--- src/rtl/loopdiv_pkg.sv ---
`timescale 1ns/1ps
package loopdiv_pkg;
  localparam int WORD_W = 16;
  localparam int FB_W   = WORD_W + 1;
  localparam int REF_W  = 7;
  localparam int CODE_W = 4;

  typedef struct packed {
    logic              fbStep;
    logic              refStep;
    logic              hold;
    logic [FB_W-1:0]   fbRatio;
    logic [REF_W-1:0]  refRatio;
  } dpCtrl_t;
endpackage

--- src/rtl/loopdiv_ctrl.sv ---
`timescale 1ns/1ps
module loopdiv_ctrl
  import loopdiv_pkg::*;
#(
  parameter int WIDE_MIN   = 272,
  parameter int NARROW_MIN = 4
) (
  input  logic              hiBandEvt,
  input  logic              loBandEvt,
  input  logic              xtalEvt,
  input  logic [WORD_W-1:0] divWord,
  input  logic              bandSel,
  input  logic              rangeSel,
  input  logic [CODE_W-1:0] refCode,
  output dpCtrl_t           ctl,
  output logic              loopInhibit,
  output logic              xtalStop
);
  localparam int NARROW_W = WORD_W - 4;

  logic                narrowMode;
  logic [NARROW_W-1:0] narrowVal;
  logic [WORD_W-1:0]   setVal;

  function automatic logic [REF_W-1:0] refRatioOf(input logic [CODE_W-1:0] code);
    case (code)
      4'd4:          refRatioOf = REF_W'(6);
      4'd5:          refRatioOf = REF_W'(12);
      4'd6, 4'd7:    refRatioOf = REF_W'(24);
      4'd8, 4'd9:    refRatioOf = REF_W'(15);
      4'd10:         refRatioOf = REF_W'(30);
      4'd11:         refRatioOf = REF_W'(75);
      4'd12:         refRatioOf = REF_W'(25);
      4'd13:         refRatioOf = REF_W'(5);
      default:       refRatioOf = REF_W'(3);
    endcase
  endfunction

  always_comb begin
    narrowMode = !bandSel && !rangeSel;
    narrowVal  = divWord[WORD_W-1:4];
    if (narrowMode)
      setVal = (narrowVal < NARROW_W'(NARROW_MIN)) ? WORD_W'(NARROW_MIN)
                                                   : WORD_W'(narrowVal);
    else
      setVal = (divWord < WORD_W'(WIDE_MIN)) ? WORD_W'(WIDE_MIN) : divWord;

    ctl.fbRatio  = bandSel ? {setVal, 1'b0} : {1'b0, setVal};
    ctl.fbStep   = bandSel ? hiBandEvt : loBandEvt;
    ctl.refStep  = xtalEvt;
    ctl.refRatio = refRatioOf(refCode);
    ctl.hold     = (refCode[3:1] == 3'b111);
    loopInhibit  = ctl.hold;
    xtalStop     = (refCode == 4'b1110);
  end
endmodule

--- src/rtl/loopdiv_period_counter.sv ---
`timescale 1ns/1ps
module loopdiv_period_counter #(
  parameter int W = 8
) (
  input  logic         clk,
  input  logic         rstN,
  input  logic         hold,
  input  logic         step,
  input  logic [W-1:0] ratio,
  output logic         tick
);
  logic [W-1:0] count;
  logic [W-1:0] heldRatio;
  logic [W-1:0] effRatio;

  // The live ratio is only sampled while a period has not started yet.
  always_comb effRatio = (count == '0) ? ratio : heldRatio;

  always_ff @(posedge clk) begin
    if (!rstN) begin
      count     <= '0;
      heldRatio <= '0;
      tick      <= 1'b0;
    end else if (hold) begin
      count <= '0;
      tick  <= 1'b0;
    end else begin
      tick <= 1'b0;
      if (step) begin
        if (count == '0) heldRatio <= ratio;
        if (count == effRatio - W'(1)) begin
          count <= '0;
          tick  <= 1'b1;
        end else begin
          count <= count + W'(1);
        end
      end
    end
  end
endmodule

--- src/rtl/loopdiv_datapath.sv ---
`timescale 1ns/1ps
module loopdiv_datapath
  import loopdiv_pkg::*;
(
  input  logic    clk,
  input  logic    rstN,
  input  dpCtrl_t ctl,
  output logic    fbPulse,
  output logic    refPulse
);
  loopdiv_period_counter #(.W(FB_W)) i_fbCounter (
    .clk   (clk),
    .rstN  (rstN),
    .hold  (ctl.hold),
    .step  (ctl.fbStep),
    .ratio (ctl.fbRatio),
    .tick  (fbPulse)
  );

  loopdiv_period_counter #(.W(REF_W)) i_refCounter (
    .clk   (clk),
    .rstN  (rstN),
    .hold  (ctl.hold),
    .step  (ctl.refStep),
    .ratio (ctl.refRatio),
    .tick  (refPulse)
  );
endmodule

--- src/rtl/loopdiv_top.sv ---
`timescale 1ns/1ps
module loopdiv_top
  import loopdiv_pkg::*;
#(
  parameter int WIDE_MIN   = 272,
  parameter int NARROW_MIN = 4
) (
  input  logic              clk,
  input  logic              rstN,
  input  logic              hiBandEvt,
  input  logic              loBandEvt,
  input  logic              xtalEvt,
  input  logic [WORD_W-1:0] divWord,
  input  logic              bandSel,
  input  logic              rangeSel,
  input  logic [CODE_W-1:0] refCode,
  output logic              fbPulse,
  output logic              refPulse,
  output logic              loopInhibit,
  output logic              xtalStop
);
  dpCtrl_t ctl;

  loopdiv_ctrl #(.WIDE_MIN(WIDE_MIN), .NARROW_MIN(NARROW_MIN)) i_ctrl (
    .hiBandEvt   (hiBandEvt),
    .loBandEvt   (loBandEvt),
    .xtalEvt     (xtalEvt),
    .divWord     (divWord),
    .bandSel     (bandSel),
    .rangeSel    (rangeSel),
    .refCode     (refCode),
    .ctl         (ctl),
    .loopInhibit (loopInhibit),
    .xtalStop    (xtalStop)
  );

  loopdiv_datapath i_datapath (
    .clk      (clk),
    .rstN     (rstN),
    .ctl      (ctl),
    .fbPulse  (fbPulse),
    .refPulse (refPulse)
  );
endmodule

--- config.mk ---
export PLATFORM = sky130hd
export DESIGN_NAME = loopdiv_top
export DESIGN_NICKNAME = d
export VERILOG_FILES = /design/src/rtl/loopdiv_pkg.sv /design/src/rtl/loopdiv_ctrl.sv /design/src/rtl/loopdiv_period_counter.sv /design/src/rtl/loopdiv_datapath.sv /design/src/rtl/loopdiv_top.sv
export SDC_FILE = /design/constraint.sdc
export NUM_CORES = 1
export LEC_CHECK = 0
export CORE_ASPECT_RATIO = 0.8
export CORE_MARGIN = 2
export CORE_UTILIZATION = 30
export DETAILED_ROUTE_END_ITERATION = 10
export GPL_TIMING_DRIVEN = 1
export SLEW_MARGIN = 10
export SYNTH_ARGS = -nofsm -noshare
export SYNTH_HDL_FRONTEND = slang
export SYNTH_SLANG_ARGS = --single-unit
--- constraint.sdc ---
create_clock -name clk -period 5.2 [get_ports clk]
set_input_delay 1.04 -clock clk [delete_from_list [all_inputs] [get_ports clk]]
set_output_delay 1.04 -clock clk [all_outputs]
set_load 0.005 [all_outputs]
# Yosys cells after proc, flatten, opt, wreduce, memory -nomap -nowiden
# Memories as Yosys holds them, arrays and structs flattened.
# Cells that the tools add are included.
# op_classes
mux	11
add_sub_neg	4
magnitude_cmp	2
reduce_logical	10
n_bitwise	4
n_eq_ne	4
# op_table
operator	count
2-to-1 mux 17 bit	3
2-to-1 mux 16 bit	2
adder 17 x 1 -> 17 bit, second input constant	1
equality test 17 bit	1
logical NOT 17 bit	1
subtractor 17 x 1 -> 17 bit, second input constant	1
less-than comparator 16 x 9 -> 1 bit, second input constant	1
2-to-1 mux 7 bit	2
less-than comparator 12 x 3 -> 1 bit, second input constant	1
2-to-1 mux 12 bit	1
adder 7 x 1 -> 7 bit, second input constant	1
equality test 7 bit	1
logical NOT 7 bit	1
subtractor 7 x 1 -> 7 bit, second input constant	1
OR reduction 3 bit	2
equality test 4 bit, second input constant	1
NOT 1 bit	4
AND reduction 2 bit	2
equality test 3 bit, second input constant	1
2-to-1 mux 1 bit	3
logical NOT 1 bit	2
OR reduction 2 bit	1
logical AND 1 bit	1
# totals
input_bits	27
elab_cells	42
out_inout_bits	4
register_bits	50
memories	1
romBits	96
# memory_table
name	depth	width	rd	rd_ports_with_merged_regs	write_ports	line	text
(no name shown)	16	6	1	0	0	loopdiv_ctrl.sv:26	case (code)

# Depth between registers and ports, before layout
# depth
ltp_word	8
mapped_depth	16
mapped_depth_nobuf	14

# By module
# Synthesis repeated with hierarchy kept, for this count alone.
# unflattened
cells_unflattened	556
hier_area_um2	4305.4
# by_module_without_submodules
module	cells_per_inst	n_inst	area_per_inst_um2
loopdiv_period_counter at i_datapath.i_fbCounter	330	1	2645.0
loopdiv_period_counter at i_datapath.i_refCounter	128	1	1041.0
loopdiv_ctrl	98	1	619.3

# Least setup slack after synthesis
# No wires, ideal clock.
# synth_timing
path_type	input port to flip-flop
startpoint	in divWord[12]
endpoint	reg i_datapath.i_fbCounter.count[13]
path_buffers	2
path_stages	15
slack_ns	0.696
t_arrival_ns	4.389
cell_sequence	clkbuf_2 > nor4_2 > nand3_1 > a31oi_1 > a221oi_1 > a21oi_1 > ha_1 > o21ai_1 > or4_1 > or4b_1 > nand4_1 > nand4_2 > o31ai_4 > buf_6 > nor2_1
# synth_between
elab_chain_len	8
elab_cells_between_ends	10
cone_classes	1 x add/sub; 2 x order compare; 1 x eq/ne; 6 x mux
# synth_lines
element	line	text
start: declaration	loopdiv_top.sv:13	input logic [WORD_W-1:0] divWord,
less-than comparator 16 x 9 -> 1 bit / less-than comparator 12 x 3 -> 1 bit (equally long branches)	loopdiv_ctrl.sv:46, loopdiv_ctrl.sv:43	
2-to-1 mux 16 bit / 2-to-1 mux 12 bit (equally long branches)	loopdiv_ctrl.sv:46, loopdiv_ctrl.sv:43	
2-to-1 mux 16 bit *	loopdiv_ctrl.sv:42	if (narrowMode)
2-to-1 mux 17 bit *	loopdiv_ctrl.sv:48	ctl.fbRatio = bandSel ? {setVal, 1'b0} : {1'b0, setVal};
2-to-1 mux 17 bit *	loopdiv_period_counter.sv:17	always_comb effRatio = (count == '0) ? ratio : heldRatio;
subtractor 17 x 1 -> 17 bit *	loopdiv_period_counter.sv:31	if (count == effRatio - W'(1)) begin
equality test 17 bit *	loopdiv_period_counter.sv:31	
2-to-1 mux 17 bit *	loopdiv_period_counter.sv:31	
end signal: assignment	loopdiv_period_counter.sv:35	count <= count + W'(1);
end: declaration	loopdiv_period_counter.sv:12	logic [W-1:0] count;
# Every way passes the cells marked *; elsewhere a longest branch is shown, timed or not.
# A chain may end at the register's enable or synchronous reset.

# Final worst setup path
# layout_timing
startpoint	in divWord[7]
endpoint	reg i_datapath.i_fbCounter.count[13]
# The elaborated chain is that of the path after synthesis.

==> results.tsv <==
stage	metric	value	unit
final_layout	multi_input_area	2660	sq um
clocking	cts_tree	yes	
floorplan	fp.dieH	105	microns
clocking	h-tree-depth	2	
worst_setup_path	required	5.38	ns
timing	final.setup.tns	0	ns
power_and_ir_drop	p_total	1240	uW
global_routing	grt_pass1_wl	17400	microns
synth	ys_ff_latch	50	
power_and_ir_drop	swShare	31.2	%
hold_path	min_path_type	flip-flop to flip-flop	
placed_design	hpwl	8010	microns
clocking	cts_root_buf	clkbuf_16	
synth	synthAdderAreaFrac	1.96	%
timing	finalCriticalPeriod	4.73	ns
timing	timing.hold.ws	0.441	ns
global_routing	grt_max_degree	25	
synth	synth_compound_area_share	19.2	%
timing	min_period_over_period	91.0	%
timing	clock_skew	0.00839	ns
synth	synth_ff_type	dfxtp_1	
worst_setup_path	worstPathArrival	4.91	ns
placed_design	port_buffers	30	
routing	vias_per_cell	5.44	
routing	wl_per_cell	15.0	microns
worst_setup_path	crit_path_start_kind	input port	
synth	synth.top_cells.by_area	dfxtp_1 26%, nor2_1 7.6%, mux2i_1 6.8%, xnor2_1 5.5%, xor2_1 5.0%	
timing	fmax	211	MHz
worst_setup_path	crit_type	input port to flip-flop	
placed_design	postPlaceCellArea	4340	sq um
clocking	post_cts_buffers	0	
global_routing	grt_overflow	0	
synth	synth.area.mux_share	7.99	%
floorplan	num_rows	36	
power_and_ir_drop	vdd_ir_drop_max	137	uV
global_routing	grtUsageTotal	15.8	%
power_and_ir_drop	p_comb_share	31.0	%
global_routing	grt_antenna_before_repair	0	
routing	wirelength	10500	microns
synth	yosysTopAreaCellShare	26.2	%
synth	synth_top_family_by_area	simple AND/OR/NAND/NOR gates	
hold_path	hold_depth	2	
synth	synth_edf_count	0	
worst_setup_path	cp_max_fo	16	
timing	worst_pin_slew	1.09	ns
synth	syn_nets	531	
floorplan	die-area	13700	sq um
power_and_ir_drop	intPower	854	uW
timing	slew_violations	0	
worst_setup_path	worstSetupEndpointType	flip-flop	
final_layout	drive_above_1_share	7.01	%
clocking	cts_hold_buf	0	
final_layout	regArea	1000	sq um
timing	finalSetupViolations	0	
floorplan	ioPinCount	31	
synth	yosysSeqAreaShare	26.2	%
placed_design	dp_slack	0.196	ns
clocking	clkLatencyLatePin	0.30	ns
routing	drt-initial-drc-count	268	
final_layout	area_growth_syn_to_layout	18.9	%
routing	dr.pass1.iters	4	
routing	ant_nets	0	
worst_setup_path	reg2reg_depth	17	
final_layout	fill_cells	1282	
power_and_ir_drop	power.density	273	nW/um^2
clocking	post_cts_resize_count	0	
power_and_ir_drop	switchingPower	387	uW
synth	async_flop_share	0	%
final_layout	design_area	4540	sq um
timing	rsz0062_at_grt	no	
power_and_ir_drop	seq_power_share	33.9	%
synth	synth_area	3820	sq um
power_and_ir_drop	pwr-share-clk	35.2	%
global_routing	grt_pass1_vias	3495	
synth	synthSimpleGateAreaFrac	29.8	%
outcome	status	finished, final reports clean	
synth	syn_inst	498	
synth	avgSynthCellArea	7.68	sq um
floorplan	core_area	12300	sq um
synth	synth_top_area_cell	dfxtp_1	
synth	ys_types	67	
clocking	clk_pin_slew	0.07	ns
clocking	cts_buffers	5	
final_layout	finalNetCount	560	
routing	vias	3804	
synth	yosys_warnings	0	
timing	worst_slack	0.469	ns
timing	relSlewSlack	27.2	%
floorplan	die-width	130	microns
synth	synth_xor_area_share	10.5	%
power_and_ir_drop	leakage	0.00164	uW
clocking	clk_path_buf_depth	2	
clocking	clock_sinks	50	
routing	drcViolationCount	0	
placed_design	routabilityCongestion	0.883	
timing	hold_violations	0	
flow_run	cap_violations	0	
floorplan	start_util	31.1	%
final_layout	antenna_cells	0	
kinds of logic after synthesis:
kind of cell,Yosys count
mux,30
flops,50
fa+ha+maj,6
simple gates,225
compound gates,104
xor+xnor,46
buf+inv,37
final timing paths:
check / start / end / slack, ns
worst min-delay path: i_datapath.i_refCounter.heldRatio[5]$_SDFFE_PN0P_ / i_datapath.i_refCounter.heldRatio[5]$_SDFFE_PN0P_ / 0.44
worst max register to register: i_datapath.i_fbCounter.count[0]$_SDFFE_PP0P_ / i_datapath.i_fbCounter.count[13]$_SDFFE_PP0P_ / 0.83
worst max-delay path: divWord[7] / i_datapath.i_fbCounter.count[13]$_SDFFE_PP0P_ / 0.47
worst min register to register: i_datapath.i_refCounter.heldRatio[5]$_SDFFE_PN0P_ / i_datapath.i_refCounter.heldRatio[5]$_SDFFE_PN0P_ / 0.44
per-layer routing:
| metal | share of wire (%) | vias up | GRT usage (%) |
|---|---|---|---|
| met5 | 0 | - | 0 |
| met4 | 1.1 | 0 | 4.07 |
| met3 | 6.6 | 9 | 3.43 |
| met2 | 44 | 111 | 23.6 |
| met1 | 48 | 1810 | 22.9 |
| li1 | - | 1874 | - |
layout by cell type (no fill, tap or decap), types with 15 or more instances in the layout:
cell type / instances
nand3_1: 17
clkdlybuf4s50_1: 30
mux2i_1: 26
nor3_1: 17
dfxtp_1: 50
nor2_1: 77
xor2_1: 22
a21oi_1: 22
buf_4: 17
nand2_1: 43
xnor2_1: 24
o21ai_0: 15
through the flow:
stage	util, %	std cells
6_report	36.9	699
5_1_grt	36.9	699
4_1_cts	36.9	699
3_5_place_dp	35.3	691
3_3_place_gp	35.3	691
2_1_floorplan	-	498
flip-flops by register name, summed over array words and instances, names as in the netlist:
name,cells
i_datapath.i_fbCounter.count,17
i_datapath.i_fbCounter.heldRatio,17
i_datapath.i_refCounter.count,7
i_datapath.i_refCounter.heldRatio,7
i_datapath.i_fbCounter.tick,1
i_datapath.i_refCounter.tick,1
synth_stat cells (2+ instances only):
cell      count
xor2_1       22
mux2_2        4
o21ai_0      15
or4_1         8
clkbuf_1     17
nand2b_1      7
o21bai_1      3
nor2_1       77
nand4_1      14
a221oi_1      2
buf_2         2
and2_1        4
nor4_1        8
or3_1         3
o211ai_1      5
dfxtp_1      50
o41ai_1       3
a31oi_1       3
a22o_1        4
a41oi_1       3
a311oi_1      3
inv_1        12
o32ai_1       2
o22ai_1       3
nor3_1       17
o31ai_1       6
nor2b_1       6
nand3_1      17
ha_1          6
buf_4         2
a22oi_1       4
a21oi_1      22
nand2_1      43
xnor2_1      24
buf_6         2
a211oi_1     11
o21a_1        2
nor4b_1       2
nor3b_1       5
and3_1        3
mux2i_1      26
worst max-delay path, stage by stage:
cell and delay (ns):
clkdlybuf4s50_1 0.50, o41ai_1 0.47, nand3_1 0.21, a31oi_1 0.22
a221oi_1 0.12, a21oi_1 0.21, ha_1 0.25, o21ai_1 0.10
or4_1 0.46, or4b_1 0.52, nand4_1 0.11, nand4_2 0.16
o31ai_4 0.21, buf_4 0.24, nor2_1 0.07
cell type report:
cell class / count / area share [%]
inverters: 12 / 0.991
multi-input cells: 411 / 58.5
clock buffers: 6 / 3.06
repair buffers: 47 / 9.42
flip-flops and latches: 50 / 22.0
clock inverters: 2 / 1.32
well taps: 171 / 4.71
power by group through the flow:
stage	clock network [uW]	logic, uW	registers, uW
final	437	384	420
after global routing	463	422	423
after CTS	448	380	420
after detailed placement	0	377	429
after global placement	0	370	428
after floorplan	0	271	424
(Power assumes the default switching activity.)
